### src/rtl/i2cm_status_pkg.sv
package i2cm_status_pkg;
  localparam int unsigned STS_BITS  = 8;
  localparam int unsigned NUM_FLAGS = 3;
  localparam int unsigned FLAG_LSB  = 5;
  localparam int unsigned BERR_IDX  = 0;
  localparam int unsigned ARB_IDX   = 1;
  localparam int unsigned INT_IDX   = 2;
  localparam int unsigned BUSY_BIT  = 4;

  typedef struct packed {
    logic int_f;
    logic arb_f;
    logic berr_f;
    logic busy_f;
  } status_t;
endpackage

### src/rtl/i2cm_sticky_flag.sv
module i2cm_sticky_flag (
  input  logic clk,
  input  logic rst,
  input  logic set,
  input  logic clr,
  output logic q
);
  always_ff @(posedge clk) begin
    if (rst)      q <= 1'b0;
    else if (set) q <= 1'b1;
    else if (clr) q <= 1'b0;
  end

  p_set_wins_r4: assert property (@(posedge clk) disable iff (rst) set |=> q);
  p_clear_r3:    assert property (@(posedge clk) disable iff (rst) (clr && !set) |=> !q);
endmodule

### src/rtl/i2cm_arb_guard.sv
module i2cm_arb_guard (
  input  logic xfer_req,
  input  logic bus_busy,
  input  logic ev_arb_lost,
  input  logic arb_flag,
  output logic req_lost,
  output logic arb_set,
  output logic sda_release
);
  always_comb begin
    req_lost    = xfer_req & bus_busy;
    arb_set     = req_lost | ev_arb_lost;
    sda_release = ev_arb_lost | arb_flag;
  end
endmodule

### src/rtl/i2cm_irq_gen.sv
module i2cm_irq_gen (
  input  logic clk,
  input  logic rst,
  input  logic flag_next,
  input  logic irq_en,
  output logic irq
);
  always_ff @(posedge clk) begin
    if (rst) irq <= 1'b0;
    else     irq <= flag_next & irq_en;
  end
endmodule

### src/rtl/i2cm_status_ctrl.sv
module i2cm_status_ctrl
  import i2cm_status_pkg::*;
#(
  parameter int unsigned REG_W = STS_BITS
) (
  input  logic             clk,
  input  logic             rst,
  input  logic             ev_addr_done,
  input  logic             ev_byte_done,
  input  logic             ev_stop_gen,
  input  logic             ev_nack,
  input  logic             ev_arb_lost,
  input  logic             ev_bus_start,
  input  logic             ev_bus_stop,
  input  logic             xfer_req,
  input  logic             irq_en,
  input  logic             sel,
  input  logic             wr_en,
  input  logic [REG_W-1:0] wr_data,
  output logic [REG_W-1:0] rd_data,
  output logic             irq,
  output logic             hold,
  output logic             xfer_cancel,
  output logic             sda_release
);
  localparam int unsigned PAD_W = REG_W - STS_BITS;

  logic                 wr_stb;
  logic [NUM_FLAGS-1:0] flg_set, flg_clr, flg_q;
  logic                 busy_q, arb_set, int_next;
  status_t              sts;

  assign wr_stb = sel & wr_en;

  i2cm_arb_guard u_arb (
    .xfer_req    (xfer_req),
    .bus_busy    (busy_q),
    .ev_arb_lost (ev_arb_lost),
    .arb_flag    (flg_q[ARB_IDX]),
    .req_lost    (xfer_cancel),
    .arb_set     (arb_set),
    .sda_release (sda_release)
  );

  always_comb begin
    flg_set[BERR_IDX] = ev_nack;
    flg_set[ARB_IDX]  = arb_set;
    flg_set[INT_IDX]  = ev_addr_done | ev_byte_done | ev_stop_gen | ev_nack | arb_set;
  end

  for (genvar g = 0; g < NUM_FLAGS; g++) begin : g_flag
    assign flg_clr[g] = wr_stb & wr_data[FLAG_LSB + g];
    i2cm_sticky_flag u_flag (
      .clk (clk),
      .rst (rst),
      .set (flg_set[g]),
      .clr (flg_clr[g]),
      .q   (flg_q[g])
    );
  end

  i2cm_sticky_flag u_busy (
    .clk (clk),
    .rst (rst),
    .set (ev_bus_start),
    .clr (ev_bus_stop),
    .q   (busy_q)
  );

  assign int_next = flg_set[INT_IDX] | (flg_q[INT_IDX] & ~flg_clr[INT_IDX]);

  i2cm_irq_gen u_irq (
    .clk       (clk),
    .rst       (rst),
    .flag_next (int_next),
    .irq_en    (irq_en),
    .irq       (irq)
  );

  assign hold = flg_q[INT_IDX];

  always_comb begin
    sts.int_f  = flg_q[INT_IDX];
    sts.arb_f  = flg_q[ARB_IDX];
    sts.berr_f = flg_q[BERR_IDX];
    sts.busy_f = busy_q;
  end

  if (PAD_W > 0) begin : g_pad
    assign rd_data = sel ? {{PAD_W{1'b0}}, sts, 4'b0000} : '0;
  end else begin : g_nopad
    assign rd_data = sel ? {sts, 4'b0000} : '0;
  end

  p_cancel_flags_r7: assert property (@(posedge clk) disable iff (rst)
    xfer_cancel |=> (rd_data[FLAG_LSB + ARB_IDX] || !sel) && hold);
  p_arb_release_r8: assert property (@(posedge clk) disable iff (rst)
    ev_arb_lost |=> sda_release);
  p_irq_needs_flag_r5: assert property (@(posedge clk) disable iff (rst)
    irq |-> hold);
  p_nack_berr_r9: assert property (@(posedge clk) disable iff (rst)
    ev_nack |=> hold);
endmodule

### config.mk
export PLATFORM = sky130hd
export DESIGN_NAME = i2cm_status_ctrl
export DESIGN_NICKNAME = d
export VERILOG_FILES = /design/src/rtl/i2cm_status_pkg.sv /design/src/rtl/i2cm_sticky_flag.sv /design/src/rtl/i2cm_arb_guard.sv /design/src/rtl/i2cm_irq_gen.sv /design/src/rtl/i2cm_status_ctrl.sv
export SDC_FILE = /design/constraint.sdc
export NUM_CORES = 1
export LEC_CHECK = 0
export CAP_MARGIN = 20
export CORE_AREA = 3 3 40 42
export CTS_BUF_LIST = sky130_fd_sc_hd__clkbuf_8
export CTS_CLUSTER_DIAMETER = 120
export DETAILED_ROUTE_END_ITERATION = 8
export DIE_AREA = 0 0 43 45
export HOLD_SLACK_MARGIN = 0.02
export PLACE_DENSITY = 0.67
export SKIP_CTS_REPAIR_TIMING = 1
export SLEW_MARGIN = 30
export SYNTH_ARGS = -nofsm -noshare
export SYNTH_HDL_FRONTEND = slang
export SYNTH_SLANG_ARGS = --single-unit
### constraint.sdc
create_clock -name clk -period 1.8 [get_ports clk]
set_input_delay 0.36 -clock clk [delete_from_list [all_inputs] [get_ports clk]]
set_output_delay 0.36 -clock clk [all_outputs]
set_load 0.02 [all_outputs]
==> results by group <==
Die
  – CORE AREA: 0.00128 mm2
  – Rows: 13
  – Initial Utilization: 19.7%
  – IO Count: 33
  – Die Width: 43 um
  – Die Ht: 45 um
  – Die ar.: 0.00194 mm2

Synthesis
  – Synth async-reset ratio: 0%
  – Synth warn: 0
  – Synth top cells by count: and2_1 (5), dfxtp_1 (5), buf_4 (4), nor2_1 (4), nand3_1 (3)
  – Number of synthesized flops with an enable pin: 0
  – Seq/Total Area, Yosys: 39.6%
  – Synth Register Bits: 5
  – Synth Flop Type: dfxtp_1
  – Count of cell types in the netlist: 13
  – Syn_area_per_cell: 8.42 um2
  – Synth area leaders: dfxtp_1 (40%), and2_1 (12%), buf_4 (12%)
  – Area share of the largest cell type after synthesis: 39.6%
  – Cell area after synthesis: 253 um2
  – Post-Synthesis Cells: 30
  – Yosys top cell by area: dfxtp_1

Routing
  – Via density: 3.95
  – DRT Pass-1 Iters: 1
  – Final wirelength: 739 um
  – Drt initial violations: 0
  – Number of remaining DRC errors: 0
  – Vias: 292
  – Final ANT Viol Nets: 0
  – DR WL/cell: 9.99 um

Timing
  – Sum Neg Setup Slack: 0 ns
  – RSZ-0062 raised after global routing: no
  – Final hold vios: 0
  – Fmax: 584 MHz
  – Max-slew violations: 0
  – Min Tclk post-route: 1.71 ns
  – Final hold slack: 0.472 ns
  – Period utilization: 95.2%
  – Clock Skew: 0.00202 ns
  – Final setup fails: 0

Clock network
  – Max Root-Sink Buffers: 2
  – Root buf cell: clkbuf_8
  – H-tree levels: 1
  – Clock buffer count from CTS: 3
  – CTS tree: done
  – Clock transition at path regs: 0.03 ns
  – Clk_lat worst skew: 0.22 ns
  – Total clock sinks: 5

Flow run
  – Max-cap viol count: 0

Setup path
  – Crit path arrival time: 1.81 ns
  – Crit path kind: in -> reg
  – Critical R2R Launch: u_busy.q
  – Startpoint types: input pin
  – Worst-path maximum fanout: 2
  – Worst Setup SP: ev_nack
  – WP data required: 1.89 ns
  – Worst Setup End Kind: flop

Final layout
  – Diodes inserted: 0
  – Nets: 81
  – Design area: 576 um2
  – Layout cell share with drive strength beyond 1: 13.6%
  – Synthesis-to-layout area growth: 128%
  – Filler cells: 146

Global routing
  – Global-route wire length before repair: 1200 um
  – GRT Residual Overflow: 0
  – Overall routing resource usage: 8.49%
  – Initial antenna violation count: 0
  – Vias in the first global route: 305
  – Largest net degree at the start of global routing: 8

Run status
  – Outcome: finished clean

Pwr
  – Peak supply drop: 335 uV
  – Comb pwr share: 23.0%
  – Leak: 0.288 nW
  – Sw power: 0.0981 mW
  – Switching share of power: 23.4%
  – Clock share of power: 47.5%
  – Reg power frac: 29.5%
  – Power density over the cells: 728 mW/mm2
  – Int Power: 0.321 mW

Hold path
  – Worst hold path class: reg -> reg
  – Hold_sp: g_flag[0].u_flag.q

Placed design
  – IO Port Bufs: 23
  – GPL Wtd Cong: 0.630
  – Placed cell area: 505 um2
[state kept, by name (all words and copies together), names as in the netlist]
| register | count |
|---|---|
| u_irq.irq | 1 |
| u_busy.q | 1 |
| g_flag.u_flag.q | 3 |
[final timing paths]
check        cells after the start  slack, ns                 end
max                              4       0.09           u_irq.irq
min                              2       0.47  g_flag[0].u_flag.q
max reg2reg                      4       0.71           u_irq.irq
min reg2reg                      2       0.47  g_flag[0].u_flag.q
[cell families after synthesis]
family                 after synthesis  synth area share, %
and+or+nand+nor                     15                 32.7
DFF                                  5                 39.6
buffers and inverters                5                 13.4
AOI/OAI and AO/OA                    4                 12.9
other                                1                 1.48
[layout make-up]
type	count	area [um2]	share of cell area, %
flip-flops and latches	5	100	17.4
multi-input cells	23	143	24.8
clock inverters	1	3.75	0.652
inverters	1	3.75	0.652
repair buffers	26	265	46.1
clock buffers	3	41.3	7.17
well taps	15	18.8	3.26
[power groups by stage]
stage / clock (mW) / combinational (mW) / sequential [mW]
5_1_grt: 0.214 / 0.104 / 0.124
3_3_place_gp: 0 / 0.0954 / 0.125
6_report: 0.199 / 0.0965 / 0.124
3_5_place_dp: 0 / 0.0964 / 0.125
2_1_floorplan: 0 / 0.0384 / 0.127
4_1_cts: 0.208 / 0.0970 / 0.123
[critical path, stage by stage]
cell and delay, ns:
clkdlybuf4s50_1 0.42, or4_1 0.58, a2111oi_4 0.36, nor3b_1 0.08
[per-stage QoR]
step / cells / setup WS [ns] / util [%] / total power [mW]
after floorplan: 33 / 0.339 / - / 0.165
after global placement: 70 / -0.254 / 39.3 / 0.220
after detailed placement: 70 / -0.259 / 39.3 / 0.221
after CTS: 74 / -0.266 / 42.8 / 0.428
after global routing: 74 / 0.0102 / 44.8 / 0.442
final: 74 / 0.0872 / 44.8 / 0.419
[cell usage in the layout (no fill, tap or decap)]
cell type / Yosys / layout
clkdlybuf4s50_1: 0 / 18
clkbuf_8: 0 / 3
nor2_1: 4 / 4
or4_1: 1 / 1
a2111oi_4: 0 / 1
nand3_1: 3 / 3
dlymetal6s2s_1: 0 / 5
inv_1: 1 / 2
or2_2: 1 / 1
a211oi_1: 1 / 1
nor3b_1: 1 / 1
conb_1: 1 / 4
buf_4: 4 / 3
a21oi_1: 2 / 2
and2_1: 5 / 5
dfxtp_1: 5 / 5
[per-layer routing]
metal	vias up	routed length (um)	global-route usage, %
met3	0	94	3.59
met4	0	0	3.61
met1	123	276	7.95
li1	150	-	-
met2	19	368	16.2
met5	-	0	0
(Power assumes the default switching activity.)
